## src/rtl/dqd_pkg.sv

```systemverilog
package dqd_pkg;

    localparam int PRBS_DEG = 7;
    localparam int POL_CNT  = 2;

    typedef logic [1:0] quad_t;

    typedef struct packed {
        logic first;
        logic second;
    } dibit_t;

    typedef enum logic {
        ST_SEARCH = 1'b0,
        ST_LOCKED = 1'b1
    } trk_state_e;

    // Quadrant index from the two sign bits (zero is non-negative).
    function automatic quad_t quad_of(input logic re_neg, input logic im_neg);
        return {im_neg, re_neg ^ im_neg};
    endfunction

    // Gray map of a quadrant step onto a bit pair.
    function automatic dibit_t gray_of(input quad_t step);
        dibit_t r;
        r.first  = step[1];
        r.second = step[1] ^ step[0];
        return r;
    endfunction

    // Next reference bit for x^7 + x^6 + 1, history bit 0 is the newest.
    function automatic logic prbs_next(input logic [PRBS_DEG-1:0] h);
        return h[PRBS_DEG-1] ^ h[PRBS_DEG-2];
    endfunction

endpackage

```

## src/rtl/dqd_slicer.sv

```systemverilog
module dqd_slicer
    import dqd_pkg::*;
#(
    parameter int SAMPLE_W = 8
) (
    input  logic                       clk,
    input  logic                       rst,
    input  logic                       vld,
    input  logic signed [SAMPLE_W-1:0] re,
    input  logic signed [SAMPLE_W-1:0] im,
    output logic                       dec_vld,
    output dibit_t                     dec
);

    quad_t q_now;
    quad_t q_prev;

    always_comb begin
        q_now = quad_of(re[SAMPLE_W-1], im[SAMPLE_W-1]);
    end

    always_ff @(posedge clk) begin
        if (rst) begin
            q_prev  <= '0;
            dec_vld <= 1'b0;
            dec     <= '0;
        end else begin
            dec_vld <= vld;
            if (vld) begin
                q_prev <= q_now;
                dec    <= gray_of(quad_t'(q_now - q_prev));
            end
        end
    end

endmodule

```

## src/rtl/dqd_tracker.sv

```systemverilog
module dqd_tracker
    import dqd_pkg::*;
#(
    parameter int CNT_W      = 32,
    parameter int LOCK_BITS  = 64,
    parameter int WIN_BITS   = 64,
    parameter int LOSS_LIMIT = 16
) (
    input  logic             clk,
    input  logic             rst,
    input  logic             clr,
    input  logic             sym_vld,
    input  dibit_t           sym,
    output logic             locked,
    output logic [CNT_W-1:0] err_cnt,
    output logic [CNT_W-1:0] bit_cnt
);

    localparam int FILL_W = $clog2(PRBS_DEG + 1);
    localparam int RUN_W  = $clog2(LOCK_BITS + 2) + 1;
    localparam int WIN_W  = $clog2(WIN_BITS + 2) + 1;
    localparam logic [FILL_W-1:0] FILL_FULL = FILL_W'(PRBS_DEG);

    trk_state_e          state;
    logic [PRBS_DEG-1:0] hist, h1, h2;
    logic [FILL_W-1:0]   fill, fill1, fill2;
    logic [RUN_W-1:0]    run, run1, run2;
    logic [WIN_W-1:0]    win_bits, win_err, win_bits_n, win_err_n;
    logic                is_lock, p1, p2, chk1, chk2, m1, m2;
    logic                goes_lock, lose, win_end;
    logic [1:0]          nerr;
    logic [CNT_W:0]      err_sum, bit_sum;

    assign is_lock = (state == ST_LOCKED);
    assign locked  = is_lock;

    // Two bits per symbol, evaluated in stream order.
    always_comb begin
        p1    = prbs_next(hist);
        chk1  = is_lock || (fill == FILL_FULL);
        m1    = chk1 && (p1 != sym.first);
        h1    = {hist[PRBS_DEG-2:0], is_lock ? p1 : sym.first};
        fill1 = (fill == FILL_FULL) ? fill : fill + 1'b1;
        run1  = chk1 ? (m1 ? '0 : run + 1'b1) : run;

        p2    = prbs_next(h1);
        chk2  = is_lock || (fill1 == FILL_FULL);
        m2    = chk2 && (p2 != sym.second);
        h2    = {h1[PRBS_DEG-2:0], is_lock ? p2 : sym.second};
        fill2 = (fill1 == FILL_FULL) ? fill1 : fill1 + 1'b1;
        run2  = chk2 ? (m2 ? '0 : run1 + 1'b1) : run1;

        goes_lock  = (run2 >= RUN_W'(LOCK_BITS));
        nerr       = {1'b0, m1} + {1'b0, m2};
        win_err_n  = win_err + WIN_W'(nerr);
        win_bits_n = win_bits + WIN_W'(2);
        lose       = (win_err_n > WIN_W'(LOSS_LIMIT));
        win_end    = (win_bits_n >= WIN_W'(WIN_BITS));

        err_sum = {1'b0, err_cnt} + (CNT_W + 1)'(nerr);
        bit_sum = {1'b0, bit_cnt} + (CNT_W + 1)'(2);
    end

    always_ff @(posedge clk) begin
        if (rst) begin
            state    <= ST_SEARCH;
            hist     <= '0;
            fill     <= '0;
            run      <= '0;
            win_bits <= '0;
            win_err  <= '0;
        end else if (sym_vld) begin
            hist <= h2;
            if (!is_lock) begin
                fill <= fill2;
                if (goes_lock) begin
                    state    <= ST_LOCKED;
                    run      <= '0;
                    win_bits <= '0;
                    win_err  <= '0;
                end else begin
                    run <= run2;
                end
            end else if (lose) begin
                state    <= ST_SEARCH;
                fill     <= '0;
                run      <= '0;
                win_bits <= '0;
                win_err  <= '0;
            end else if (win_end) begin
                win_bits <= '0;
                win_err  <= '0;
            end else begin
                win_bits <= win_bits_n;
                win_err  <= win_err_n;
            end
        end
    end

    always_ff @(posedge clk) begin
        if (rst || clr) begin
            err_cnt <= '0;
            bit_cnt <= '0;
        end else if (sym_vld && is_lock) begin
            err_cnt <= err_sum[CNT_W] ? '1 : err_sum[CNT_W-1:0];
            bit_cnt <= bit_sum[CNT_W] ? '1 : bit_sum[CNT_W-1:0];
        end
    end

endmodule

```

## src/rtl/dqpsk_diff_errcnt.sv

```systemverilog
module dqpsk_diff_errcnt
    import dqd_pkg::*;
#(
    parameter int SAMPLE_W   = 8,
    parameter int CNT_W      = 32,
    parameter int LOCK_BITS  = 64,
    parameter int WIN_BITS   = 64,
    parameter int LOSS_LIMIT = 16
) (
    input  logic                       clk,
    input  logic                       rst,
    input  logic                       clr,
    input  logic                       in_valid,
    input  logic signed [SAMPLE_W-1:0] pol_a_re,
    input  logic signed [SAMPLE_W-1:0] pol_a_im,
    input  logic signed [SAMPLE_W-1:0] pol_b_re,
    input  logic signed [SAMPLE_W-1:0] pol_b_im,
    output logic                       lock_a,
    output logic                       lock_b,
    output logic [CNT_W-1:0]           err_cnt_a,
    output logic [CNT_W-1:0]           err_cnt_b,
    output logic [CNT_W-1:0]           bit_cnt_a,
    output logic [CNT_W-1:0]           bit_cnt_b
);

    logic signed [SAMPLE_W-1:0] re_v [POL_CNT];
    logic signed [SAMPLE_W-1:0] im_v [POL_CNT];
    logic                       dv_v [POL_CNT];
    dibit_t                     dec_v [POL_CNT];
    logic                       lk_v [POL_CNT];
    logic [CNT_W-1:0]           ec_v [POL_CNT];
    logic [CNT_W-1:0]           bc_v [POL_CNT];

    assign re_v[0] = pol_a_re;
    assign im_v[0] = pol_a_im;
    assign re_v[1] = pol_b_re;
    assign im_v[1] = pol_b_im;

    for (genvar g = 0; g < POL_CNT; g++) begin : g_lane
        dqd_slicer #(.SAMPLE_W(SAMPLE_W)) u_slice (
            .clk     (clk),
            .rst     (rst),
            .vld     (in_valid),
            .re      (re_v[g]),
            .im      (im_v[g]),
            .dec_vld (dv_v[g]),
            .dec     (dec_v[g])
        );

        dqd_tracker #(
            .CNT_W      (CNT_W),
            .LOCK_BITS  (LOCK_BITS),
            .WIN_BITS   (WIN_BITS),
            .LOSS_LIMIT (LOSS_LIMIT)
        ) u_track (
            .clk     (clk),
            .rst     (rst),
            .clr     (clr),
            .sym_vld (dv_v[g]),
            .sym     (dec_v[g]),
            .locked  (lk_v[g]),
            .err_cnt (ec_v[g]),
            .bit_cnt (bc_v[g])
        );
    end

    assign lock_a    = lk_v[0];
    assign lock_b    = lk_v[1];
    assign err_cnt_a = ec_v[0];
    assign err_cnt_b = ec_v[1];
    assign bit_cnt_a = bc_v[0];
    assign bit_cnt_b = bc_v[1];

endmodule

```

## config.mk

```make
export PLATFORM = sky130hd
export DESIGN_NAME = dqpsk_diff_errcnt
export DESIGN_NICKNAME = d
export VERILOG_FILES = /design/src/rtl/dqd_pkg.sv /design/src/rtl/dqd_slicer.sv /design/src/rtl/dqd_tracker.sv /design/src/rtl/dqpsk_diff_errcnt.sv
export SDC_FILE = /design/constraint.sdc
export NUM_CORES = 1
export LEC_CHECK = 0
export CAP_MARGIN = 20
export CORE_MARGIN = 1.5
export CORE_UTILIZATION = 55
export DETAILED_ROUTE_END_ITERATION = 16
export MAX_ROUTING_LAYER = met4
export PLACE_DENSITY = 0.82
export SLEW_MARGIN = 20
export SYNTH_ARGS = -nofsm -noshare
export SYNTH_HDL_FRONTEND = slang
export SYNTH_SLANG_ARGS = --single-unit
```

## constraint.sdc

```tcl
create_clock -name clk -period 5 [get_ports clk]
set_clock_uncertainty 0.15 [all_clocks]
set_input_delay 1.25 -clock clk [delete_from_list [all_inputs] [get_ports clk]]
set_output_delay 1.25 -clock clk [all_outputs]
set_load 0.05 [all_outputs]
```

==> summary.txt <==
Floorplanning
  • Die ar.: 0.0202 mm^2
  • IO Count: 166
  • Initial Utilization: 56.5%
  • Core Rows: 50
  • Die width: 142 um
  • Core box area: 0.0188 mm^2
  • Die height: 142 um

Power and ir drop
  • Power share of the combinational group: 4.6%
  • Static Leak: 0.00465 uW
  • Internal: 2720 uW
  • Cell Pwr Density: 269 mW/mm^2
  • Switch share: 22.3%
  • Sequential share of power: 47.5%
  • Peak VDD IR: 0.227 mV
  • Clock group share of total power: 47.8%
  • Switching pwr: 781 uW

Critical path
  • Crit-path slowest cell: or3b_1
  • Most frequent CP cell: ha_1
  • Crit path kind: flop to flop
  • Worst R2R End: g_lane[0].u_track.win_err[3]$_SDFFE_PP0P_
  • Worst path cell trace: ha_1 -> nand2_1 -> mux2_2 -> ha_1 -> o21ai_1 -> nor2b_1 -> nor2_1 -> ha_1 -> ha_1 -> ha_1 -> or4_1 -> nor2_1 -> a211oi_1 -> nand3_1 -> nand2_1 -> or3b_1 -> a21o_1 -> a311oi_1
  • Worst R2R Start: g_lane[0].u_track.fill[0]$_SDFFE_PP0P_
  • Crit path required time: 5.25 ns
  • CP Launch Type: flop
  • Setup crit end kind: flop
  • Crit-path leading delay family: simple AND/OR/NAND/NOR gates
  • Crit-path max FO: 6
  • Flop2flop setup slack: 0.34 ns
  • Buffers plus inverters on the worst setup path: 0
  • CP max stage delay: 0.48 ns
  • WP data arrival: 4.92 ns
  • Worst r2r path cells: 18

Hold path
  • Hold Path Sink: g_lane[1].u_track.bit_cnt[0]$_SDFFE_PP0P_
  • WHS Path Cells: 2
  • HP Class: flop to flop
  • Worst hold start: g_lane[1].u_track.bit_cnt[0]$_SDFFE_PP0P_

Clock tree
  • Clk root buf: clkbuf_16
  • H-tree levels: 1
  • CTS sink count: 205
  • Worst-Skew Late Latency: 0.50 ns
  • Total CTS buffers: 23
  • CTS Buffer Depth: 3
  • Post-CTS Setup Inserts: 0
  • CTS tree: built
  • Clock transition at the registers of the reported paths: 0.06 ns

Layout
  • Register area: 0.00410 mm^2
  • P&R area growth vs syn: 22.3%
  • FILL cells: 1,535
  • Fin nets: 1,437
  • Multi-input gate area: 0.00619 mm^2
  • Layout cell share with drive strength beyond 1: 7.19%
  • Antenna diode count: 0
  • Post-route cell area: 0.0130 mm^2

Placed design
  • RD Place Congestion: 0.903
  • Input/output buffers: 137
  • Placed Area: 0.0123 mm^2
  • DP Wirelength: 17,600 um

GRT
  • Antenna violations before repair: 0
  • Vias in the first global route: 8,870
  • Largest net degree at the start of global routing: 60
  • Overall routing resource usage: 25.4%
  • Gr ovfl total: 0
  • Global-route wire length before repair: 42,200 um

Route
  • Vias: 9,549
  • Antenna-violating nets left: 0
  • DR WL/cell: 15.3 um
  • WL final: 25,200 um
  • Starting DRT DRC Count: 587
  • Vias per cell: 5.79
  • Post-route DRC: 0
  • Pre-antenna DRT Iters: 5

Logic synthesis
  • Top cell type's share of synthesized area: 38.5%
  • Top FF cell, synth: dfxtp_1
  • Largest area contributor in the netlist: dfxtp_1
  • Synth Area per Inst: 8.52 um^2
  • Number of synthesized flops with an enable pin: 0
  • Seq cells post-synth: 205
  • Syn. warnings: 0
  • Area of the mapped netlist: 0.0106 mm^2
  • Most frequent cell after synthesis: dfxtp_1
  • Synthesized Nets: 1,311
  • Sequential-to-total area share from yosys stat: 38.5%
  • Synth cell types: 83
  • Mapped Cells: 1,249
  • Post-synthesis async set-or-reset flop share: 0%
  • Synth area leaders: dfxtp_1 (39%), a21oi_1 (6.2%), xor2_1 (6.0%), xnor2_1 (4.8%), nor2_1 (4.1%)
  • Most frequent cells after synthesis: dfxtp_1 (205), a21oi_1 (131), nor2_1 (116), nand2_1 (102), xor2_1 (73)

Timing
  • RSZ-0062 raised after global routing: no
  • Final setup viols: 0
  • Fmax: 214 MHz
  • Setup TNS: 0 ns
  • Slew Limit Fails: 0
  • Tightest Pin Transition: 1.11 ns
  • Slew HR: 25.8%
  • Crit path time final: 4.66 ns
  • Hold Fails Final Rpt: 0
  • Final worst-path cycle share: 93.2%

Run status
  • Outcome: complete, no violations

Run
  • Max_cap viols: 0
## metrics by stage
stage | util (%) | total power, uW | instances | worst slack (ns) | hold WS (ns)
6_report | 69.1 | 3500 | 1650 | 0.338 | 0.293
5_1_grt | 69.1 | 3610 | 1650 | 0.0889 | 0.323
4_1_cts | 69.1 | 3530 | 1650 | 0.355 | 0.298
3_5_place_dp | 65.1 | 1860 | 1610 | 0.374 | 0.288
3_3_place_gp | 65.1 | 1850 | 1610 | 0.490 | 0.283
2_1_floorplan | - | 1820 | 1249 | 0.535 | 0.293
## flip-flops by register name, summed over array words and instances, names as in the netlist
| name | flops |
|---|---|
| g_lane.u_slice.q_prev | 4 |
| g_lane.u_track.bit_cnt | 64 |
| g_lane.u_track.run | 16 |
| g_lane.u_track.win_err | 16 |
| g_lane.u_track.locked | 2 |
| g_lane.u_track.fill | 6 |
| g_lane.u_slice.dec_vld | 1 |
| g_lane.u_track.hist | 14 |
| g_lane.u_slice.dec | 4 |
| g_lane.u_track.err_cnt | 64 |
| g_lane.u_track.win_bits | 14 |
## logic make-up (layout without fill, tap and decap cells)
family                     count (synthesis)  in the layout  synth area share [%]
and+or+nand+nor                          489            489                  23.6
muxes                                     32             32                  3.09
adders and majority gates                 26             26                  3.06
AOI/OAI and AO/OA                        278            278                  16.8
buffers and inverters                     85            226                  3.43
DFF                                      205            205                  38.5
xor gates and xnor gates                 134            134                  11.5
## power groups by stage
| stage | registers [uW] | clock network, uW | logic, uW |
|---|---|---|---|
| floorplan | 1690 | 0 | 123 |
| global placement | 1700 | 0 | 156 |
| detailed placement | 1700 | 0 | 160 |
| CTS | 1660 | 1700 | 161 |
| global route | 1670 | 1770 | 178 |
| finish | 1660 | 1680 | 162 |
## routing by layer
| layer | routed length, um | up-vias | track usage (%) |
|---|---|---|---|
| met5 | 0 | - | - |
| met1 | 11400 | 4523 | 33.2 |
| met4 | 612 | 0 | 6.35 |
| li1 | - | 4746 | - |
| met2 | 12100 | 234 | 42.1 |
| met3 | 1120 | 46 | 2.99 |
## worst max path at each step
stage                                           startpoint                                          to  slack, ns  depth (start not counted)
floorplan           g_lane[0].u_track.fill[0]$_SDFFE_PP0P_  g_lane[0].u_track.win_bits[4]$_SDFFE_PP0P_       0.54                         19
global placement    g_lane[1].u_track.fill[0]$_SDFFE_PP0P_   g_lane[1].u_track.win_err[2]$_SDFFE_PP0P_       0.49                         20
detailed placement  g_lane[0].u_track.fill[0]$_SDFFE_PP0P_   g_lane[0].u_track.win_err[3]$_SDFFE_PP0P_       0.37                         18
CTS                 g_lane[0].u_track.fill[0]$_SDFFE_PP0P_   g_lane[0].u_track.win_err[3]$_SDFFE_PP0P_       0.35                         18
global route        g_lane[1].u_track.fill[0]$_SDFFE_PP0P_       g_lane[1].u_track.run[3]$_SDFFE_PP0P_       0.09                         18
finish              g_lane[0].u_track.fill[0]$_SDFFE_PP0P_   g_lane[0].u_track.win_err[3]$_SDFFE_PP0P_       0.34                         18
## cells in the final DEF (no fill, tap or decap), drive strengths merged, types with 6 or more instances in the layout
cell           synthesis  layout
a21oi                133     133
nor2                 118     118
nand2                103     103
nand3                 68      68
buf                   18      20
o31ai                  6       6
nand4                 29      29
clkdlybuf4s50          0     137
clkbuf                38      30
nand2b                12      12
a31oi                  9       9
xnor2                 58      58
nor2b                  9       9
nor4                  12      12
nor3                  45      45
inv                   28      29
dfxtp                205     205
xor2                  73      73
ha                    26      26
mux2                   7       7
and2                  18      18
o22ai                  6       6
a211oi                13      13
or3                    7       7
a311oi                 6       6
mux2i                 25      25
a22o                   8       8
a21o                   6       6
o211a                 10      10
and4                  13      13
o21ai                 37      37
and3                  32      32
## area by class of cell
class,instances,area share (%)
multi-input combinational,959,47.6
sequential,205,31.5
timing repair buffer,157,11.8
clock buffer,30,4.93
tap,260,2.50
clock inverter,10,0.874
inverter,29,0.836
## tightest hold or removal path, cell delays in order (launching register included)
cell     delay [ns]
dfxtp_1        0.31
inv_1          0.05
a21oi_1        0.05
## what timing repair did
action | in CTS | in global routing
hold buffers | 0 | 0
endpoints found under the setup margin | 0 | 4
gates resized for setup | 0 | 3
hold endpoints to repair | 0 | 0
Power figures use the tool's default switching activity.
